File: src/rtl/tiny_alu_pkg.sv
package tiny_alu_pkg;
  localparam int FN_W = 3;
  localparam int FN_N = 1 << FN_W;

  typedef enum logic [FN_W-1:0] {
    FN_ADD   = 3'd0,
    FN_ADC   = 3'd1,
    FN_AND   = 3'd2,
    FN_OR    = 3'd3,
    FN_XOR   = 3'd4,
    FN_NOTA  = 3'd5,
    FN_PASSA = 3'd6,
    FN_INCA  = 3'd7
  } fn_e;
endpackage

File: src/rtl/tiny_alu_bitcell.sv
// One adder bit that forwards carry and not-carry side by side,
// so no stage waits on an inverted copy of the previous carry.
module tiny_alu_bitcell (
  input  logic a,
  input  logic b,
  input  logic ci,
  input  logic nci,
  output logic s,
  output logic co,
  output logic nco
);
  logic diff;
  assign diff = a ^ b;
  assign s    = diff ^ ci;
  assign co   = (a & b) | (diff & ci);
  assign nco  = (~a & ~b) | (diff & nci);
endmodule

File: src/rtl/tiny_alu_func.sv
module tiny_alu_func
  import tiny_alu_pkg::*;
#(
  parameter int W = 2
) (
  input  fn_e          fn,
  input  logic [W-1:0] a,
  input  logic [W-1:0] b,
  input  logic         cin,
  output logic [W-1:0] res,
  output logic         co,
  output logic         nco
);
  logic [FN_N-1:0] sel;
  logic [W-1:0]    add_b;
  logic [W-1:0]    sum;
  logic [W:0]      c;
  logic [W:0]      nc;
  logic            arith;

  assign sel   = {{(FN_N-1){1'b0}}, 1'b1} << fn;
  assign arith = sel[FN_ADD] | sel[FN_ADC] | sel[FN_INCA];
  assign add_b = sel[FN_INCA] ? '0 : b;
  assign c[0]  = sel[FN_INCA] | (sel[FN_ADC] & cin);
  assign nc[0] = ~c[0];

  for (genvar i = 0; i < W; i++) begin : g_bit
    tiny_alu_bitcell u_cell (
      .a  (a[i]),
      .b  (add_b[i]),
      .ci (c[i]),
      .nci(nc[i]),
      .s  (sum[i]),
      .co (c[i+1]),
      .nco(nc[i+1])
    );
  end

  assign res = ({W{arith}}          & sum)
             | ({W{sel[FN_AND]}}   & (a & b))
             | ({W{sel[FN_OR]}}    & (a | b))
             | ({W{sel[FN_XOR]}}   & (a ^ b))
             | ({W{sel[FN_NOTA]}}  & ~a)
             | ({W{sel[FN_PASSA]}} & a);

  assign co  = arith & c[W];
  assign nco = ~arith | nc[W];
endmodule

File: src/rtl/tiny_alu_flag.sv
// Carry flag kept as a set/reset pair; written directly, never pre-cleared.
module tiny_alu_flag (
  input  logic clk,
  input  logic rst,
  input  logic load,
  input  logic set_v,
  input  logic clr_v,
  output logic cy_q,
  output logic cyn_q
);
  always_ff @(posedge clk) begin
    if (rst) begin
      cy_q  <= 1'b0;
      cyn_q <= 1'b1;
    end else if (load) begin
      if (set_v) cy_q <= 1'b1;
      else if (clr_v) cy_q <= 1'b0;
      if (clr_v) cyn_q <= 1'b1;
      else if (set_v) cyn_q <= 1'b0;
    end
  end

  p_pair_r8: assert property (@(posedge clk) disable iff (rst)
    cy_q != cyn_q) else $error("flag pair disagrees");

  p_drive_r8: assert property (@(posedge clk) disable iff (rst)
    load |-> (set_v != clr_v)) else $error("carry and not-carry collide");
endmodule

File: src/rtl/tiny_alu_unit.sv
module tiny_alu_unit
  import tiny_alu_pkg::*;
#(
  parameter int W     = 2,
  parameter int FNV_W = 4
) (
  input  logic             clk,
  input  logic             rst,
  input  logic [W-1:0]     opa,
  input  logic [W-1:0]     opb,
  input  logic             fn_we,
  input  logic [FNV_W-1:0] fn_val,
  output logic [W-1:0]     res_o,
  output logic             cy_o,
  output logic             cy_n_o
);
  fn_e          fn_q;
  logic         cin_q;
  logic         pend_q;
  logic [W-1:0] res_q;
  logic [W-1:0] f_res;
  logic         f_co;
  logic         f_nco;
  logic         load;

  assign load = pend_q & ~fn_we;

  tiny_alu_func #(.W(W)) u_func (
    .fn (fn_q),
    .a  (opa),
    .b  (opb),
    .cin(cin_q),
    .res(f_res),
    .co (f_co),
    .nco(f_nco)
  );

  always_ff @(posedge clk) begin
    if (rst) begin
      res_q  <= '0;
      pend_q <= 1'b0;
      fn_q   <= FN_ADD;
      cin_q  <= 1'b0;
    end else if (fn_we) begin
      res_q  <= '0;
      pend_q <= 1'b1;
      fn_q   <= fn_e'(fn_val[FN_W-1:0]);
      cin_q  <= cy_o;
    end else if (pend_q) begin
      res_q  <= f_res;
      pend_q <= 1'b0;
    end
  end

  tiny_alu_flag u_flag (
    .clk  (clk),
    .rst  (rst),
    .load (load),
    .set_v(f_co),
    .clr_v(f_nco),
    .cy_q (cy_o),
    .cyn_q(cy_n_o)
  );

  assign res_o = res_q;

  p_preclear_r2: assert property (@(posedge clk) disable iff (rst)
    fn_we |=> (res_q == '0 && $stable(cy_o))) else $error("strobe edge disturbed state");

  p_hold_r9: assert property (@(posedge clk) disable iff (rst)
    (!fn_we && !pend_q) |=> ($stable(res_q) && $stable(cy_o))) else $error("idle state moved");

  p_logic_clear_r6: assert property (@(posedge clk) disable iff (rst)
    (load && fn_q inside {FN_AND, FN_OR, FN_XOR, FN_NOTA, FN_PASSA}) |=> !cy_o)
    else $error("logic op left carry set");

  p_inc_wrap_r7: assert property (@(posedge clk) disable iff (rst)
    (load && fn_q == FN_INCA && opa == '1) |=> (cy_o && res_q == '0))
    else $error("increment wrap wrong");

  p_refire_r10: assert property (@(posedge clk) disable iff (rst)
    (pend_q && fn_we) |=> (pend_q && res_q == '0)) else $error("restrike not handled");
endmodule

File: config.mk
export PLATFORM = sky130hd
export DESIGN_NAME = tiny_alu_unit
export DESIGN_NICKNAME = d
export VERILOG_FILES = /design/src/rtl/tiny_alu_pkg.sv /design/src/rtl/tiny_alu_bitcell.sv /design/src/rtl/tiny_alu_func.sv /design/src/rtl/tiny_alu_flag.sv /design/src/rtl/tiny_alu_unit.sv
export SDC_FILE = /design/constraint.sdc
export NUM_CORES = 1
export LEC_CHECK = 0
export BUFFER_PORTS_ARGS = -buffer_cell sky130_fd_sc_hd__buf_2
export CAP_MARGIN = 20
export CORE_AREA = 2 2 39 41
export CTS_CLUSTER_DIAMETER = 200
export DETAILED_ROUTE_END_ITERATION = 12
export DIE_AREA = 0 0 41 43
export GPL_ROUTABILITY_DRIVEN = 0
export GPL_TIMING_DRIVEN = 0
export PLACE_DENSITY_LB_ADDON = 0.05
export SLEW_MARGIN = 20
export SYNTH_ARGS = -nofsm -noshare
export SYNTH_HDL_FRONTEND = slang
export SYNTH_SLANG_ARGS = --single-unit
File: constraint.sdc
create_clock -name clk -period 2.4 [get_ports clk]
set_input_delay 0 -clock clk [delete_from_list [all_inputs] [get_ports clk]]
set_output_delay 0 -clock clk [all_outputs]
set_load 0.02 [all_outputs]
### After elaboration in Yosys (flattened, before gate mapping)

Index checks and enable logic that the tools add are counted.

* bits in registers: 9
* input port bits: 11
* output and inout port bits: 4
* logic and storage cells: 61

* shifts and indexed selects: 1
* mux-type cells: 6
* bitwise operators: 45
* reduce and logical (&&, ||, !) cells: 3

Operators by type and width (count)
* AND 2 bit: 7
* bitwise OR 2 bit: 6
* AND 1 bit: 11
* bitwise OR 1 bit: 8
* << shifter 1 x 3 -> 8 bit, first input constant: 1
* inverter 1 bit: 7
* 2-to-1 mux 1 bit: 5
* bitwise XOR 1 bit: 4
* 2-to-1 mux 2 bit: 1
* inverter 2 bit: 1
* AND reduction 2 bit: 1
* nonzero test 2 bit: 1
* OR reduction 2 bit: 1
* bitwise XOR 2 bit: 1

### Depth between registers and ports, before layout

* word-level depth: 12
* depth in mapped cells: 11
* depth with buffers taken out: 10

### Modules after synthesis

Synthesis repeated with hierarchy kept, for this count alone.

* cell total of the unflattened synthesis: 77
* area total of the unflattened synthesis: 703.2 um^2

By module, submodules not included
* tiny_alu_func: instances 1, cells each 39, area an instance 287.8 um^2, seq. area each 0.0 um^2
* tiny_alu_unit: instances 1, cells each 22, area an instance 251.5 um^2, seq. area each 140.1 um^2
* tiny_alu_bitcell: instances 2, cells each 5, area an instance 47.5 um^2, seq. area each 0.0 um^2
* tiny_alu_flag: instances 1, cells each 6, area an instance 68.8 um^2, seq. area each 40.0 um^2

### Worst setup path before layout

Ideal clock, no wire load.

* path type: register to register
* start point: reg fn_q[1]
* end point: reg res_q[1] (netlist: res_o[1])
* library setup time: 70 ps
* arrival time: 2102 ps
* required time: 2330 ps
* setup slack: 228 ps
* cell stages (with the launch flop): 10
* buffers on the path: 1
* period minus slack after synthesis: 2172 ps
* path through: dfxtp_1 -> buf_2 -> nand2_1 -> nand2_1 -> nand2_1 -> fa_1 -> fa_1 -> o22a_1 -> o221a_1 -> a21oi_1

* word-level cells in the longest chain between the ends: 12
* elaborated cells on any way between the ends: 23
* those cells by class: shift: 1; mux: 1; bitwise: 21

RTL lines
* from (decl): RTL line tiny_alu_unit.sv:17 `fn_e fn_q;`
* from (signal assigned): RTL line tiny_alu_unit.sv:47 `fn_q <= fn_e'(fn_val[FN_W-1:0]);`
* << shifter 1 x 3 -> 8 bit (*): RTL line tiny_alu_func.sv:21 `assign sel = {{(FN_N-1){1'b0}}, 1'b1} << fn;`
* 2-to-1 mux 2 bit / AND 1 bit (equally long branches): RTL line tiny_alu_func.sv:23, tiny_alu_func.sv:24
* bitwise XOR 1 bit / bitwise OR 1 bit (equally long branches): RTL line tiny_alu_bitcell.sv:13, tiny_alu_func.sv:24
* AND 1 bit: RTL line tiny_alu_bitcell.sv:15 `assign co = (a & b) | (diff & ci);`
* bitwise OR 1 bit: RTL line tiny_alu_bitcell.sv:15
* bitwise XOR 1 bit: RTL line tiny_alu_bitcell.sv:14 `assign s = diff ^ ci;`
* AND 2 bit: RTL line tiny_alu_func.sv:39 `assign res = ({W{arith}} & sum)`
* bitwise OR 2 bit: RTL line tiny_alu_func.sv:40 `| ({W{sel[FN_AND]}} & (a & b))`
* bitwise OR 2 bit: RTL line tiny_alu_func.sv:41 `| ({W{sel[FN_OR]}} & (a | b))`
* bitwise OR 2 bit: RTL line tiny_alu_func.sv:42 `| ({W{sel[FN_XOR]}} & (a ^ b))`
* bitwise OR 2 bit: RTL line tiny_alu_func.sv:43 `| ({W{sel[FN_NOTA]}} & ~a)`
* bitwise OR 2 bit (*): RTL line tiny_alu_func.sv:44 `| ({W{sel[FN_PASSA]}} & a);`
* to (signal assigned): RTL line tiny_alu_unit.sv:50 `res_q <= f_res;`
* to (decl): RTL line tiny_alu_unit.sv:20 `logic [W-1:0] res_q;`

Mark *: on every way between the ends. The rest lies on a longest branch, timed or not.
A chain may end at the register's enable or synchronous reset.

### Worst setup path in the final report

Same ends and word-level chain as after synthesis.

==> flow_metrics.tcl <==
set metrics [dict create \
    outcome "completed" \
    period_needed_ns 2.25 \
    synth_top_family_by_area "compound AO/OA/AOI/OAI gates" \
    cts.clk_slew.worst_paths_ns 0.06 \
    most-common-layout-cells "buf_2, nand2_1, dfxtp_1" \
    num_vias 543 \
    max_cap_viol_count 0 \
    grt_pass1_vias 489 \
    num_rows 14 \
    end_kind "register" \
    routedWlPerCell_um 11.8 \
    p_per_area_nw_per_um2 473 \
    worst_pin_slew_ns 0.342 \
    cts_tree "done" \
    post-place-cells 97 \
    areaGrowthSynthToFinish_pct 22.2 \
    r2r-start "fn_q[1]" \
    gr-total-overflow 0 \
    finalWorstSetupSlack_ns 0.150 \
    synth_mux_area_frac 0.101 \
    pin_count 15 \
    maxSlewViolCount 0 \
    netlist_area_um2 621 \
    ys_types 25 \
    finalNetCount 107 \
    io_buffers 11 \
    fillers 132 \
    fin_cells 104 \
    synth-simple-area-share 0.159 \
    die_w_um 41 \
    required_ns 2.59 \
    rr_worst_depth 10 \
    antennaDiodeCount 0 \
    antenna_found_initial 0 \
    synth_fa_ha_area_frac 0.165 \
    fmaxAchievable_mhz 445 \
    yosysWarnings 0 \
    gr-usage-met3 0.0942 \
    grt_pass1_wl_um 1990 \
    finalCritPeriodShare 0.937 \
    yosys.area.top_type "dfxtp_1" \
    arrival_ns 2.44 \
    synthCells 70 \
    grt.total_usage 0.171 \
    pre_cts_ws_ns 0.00549 \
    worst-path-max-fanout 10 \
    clock_path_buffers 2 \
    ant_nets 0 \
    hold_class "in2reg" \
    ff2ff_setup_slack_ns 0.15 \
    cp-startpoint "fn_q[1]" \
    critPathKind "reg2reg" \
    cts_htree_levels 1 \
    via_per_inst 5.22 \
    syn-num-nets 88 \
    r2r_end "res_o[1]" \
    dpl.hpwl_um 946 \
    rsz0062_at_grt "no" \
    relSlewSlack 0.772 \
    post_cts_buffers 0 \
    cts-buffers-inserted 3 \
    dieArea_um2 1760 \
    numClockSinks 9 \
    fin_total_pwr_w 0.000359 \
    ys_ff_latch 9 \
    yosys-top-cells-area "dfxtp_1, ha_1, fa_1" \
    finalSetupViolCount 0 \
    die_h_um 43 \
    hold_viol 0 \
    drt_wl_total_um 1230 \
    first_pass_iters 4 \
    layout_commonest_cell "buf_2" \
    multiInputGateArea_um2 395 \
    avgSynthCellArea_um2 8.87 \
    regArea_um2 181 \
    endpoint "res_o[1]" \
    final_cell_area_um2 758 \
    finalClockSkew_ns 0.00104 \
    clock_latency_ns 0.26 \
    initial_core_util 0.448 \
    fin_setup_tns_ns 0 \
    drtIter0Drc 6 \
    leakagePower_nw 0.341 \
    drcViolationCount 0 \
    place_area_um2 696 \
    startpoint_type "register" \
    cts_root_buf "clkbuf_4" \
    synthXorXnorAreaFrac 0 \
    grt_max_degree 11 \
    synth_seq_area_share 0.290 \
    use_met2 0.259 \
    synth_compound_area_frac 0.208 \
    grt_util_met1 0.213 \
    ir_drop_v 0.000337 \
    core_area_um2 1380 \
    grt-busiest-layer "met2" \
    drive_above_1_share 0.250 \
    yosysTopAreaCellShare 0.290 \
]
-- worst max-delay path, cell delays in order, from the launching register on --
cell     delay (ns)
dfxtp_2        0.35
buf_4          0.17
nor2_1         0.08
nand2_1        0.05
nand2_1        0.06
nand2_1        0.06
fa_2           0.36
fa_1           0.45
o22a_1         0.21
o221a_1        0.24
a21oi_1        0.13
-- layer usage --
| layer | routed length [um] | share of wire |
|---|---|---|
| met5 | 0 | 0 |
| met4 | 0 | 0 |
| met3 | 54 | 0.044 |
| met2 | 586 | 0.48 |
| met1 | 588 | 0.48 |
-- cell type report --
cell class,count,share of cell area
repair buffers,14,0.112
well taps,16,0.0264
clock buffers,4,0.0347
inverters,4,0.0198
flip-flops and latches,9,0.239
multi-input cells,52,0.521
plain buffers,5,0.0462
-- cell usage after synthesis, drive strengths merged --
cell and n:
dfxtp 9, nand2 9, nor2 7, ha 5, a21oi 4, inv 4
mux2i 4, buf 3, o21ai 3, a22oi 2, clkbuf 2, fa 2
mux2 2, nand2b 2, o2111ai 2, o221a 2, o22a 2, a211o 1
and2b 1, nand3 1, nor2b 1, o2bb2ai 1, or2 1
-- power by group --
group	internal (W)	switching, W
combinational	0.0000414	0.0000415
sequential	0.000156	0.00000503
clock	0.0000639	0.0000509
total	0.000261	0.0000974
-- sequential cells by signal (all words and copies together) (netlist names) --
register,flops
res_o,2
u_flag.cy_q,1
fn_q,3
u_flag.cyn_q,1
cin_q,1
pend_q,1
-- kinds of logic (layout without fill, tap and decap cells) --
group / Yosys count / in the layout
compound gates: 17 / 17
fa+ha+maj: 7 / 7
buf+inv: 9 / 27
flops: 9 / 9
mux: 6 / 6
simple gates: 22 / 22
-- worst min path at each step --
stage | endpoint | depth (start not counted) | startpoint | slack, ns
after floorplan | fn_q[2] | 2 | fn_val[2] | 0.15
after global placement | fn_q[0] | 3 | fn_val[0] | 0.24
after detailed placement | fn_q[0] | 3 | fn_val[0] | 0.25
after CTS | pend_q | 2 | fn_we | 0.07
after global routing | pend_q | 2 | fn_we | 0.06
final | pend_q | 2 | fn_we | 0.07
-- through the flow --
step,hold slack (ns),utilization
floorplan,0.147,-
global placement,0.240,0.503
detailed placement,0.246,0.503
CTS,0.0687,0.545
global route,0.0619,0.548
finish,0.0737,0.548
-- timing repair --
item	4_1_cts	5_1_grt
gates resized for setup	1	2
endpoints found under the setup margin	1	1
hold buffers	3	0
endpoints found under the hold margin	3	0
Note: power is estimated with default switching activity, not from simulation.
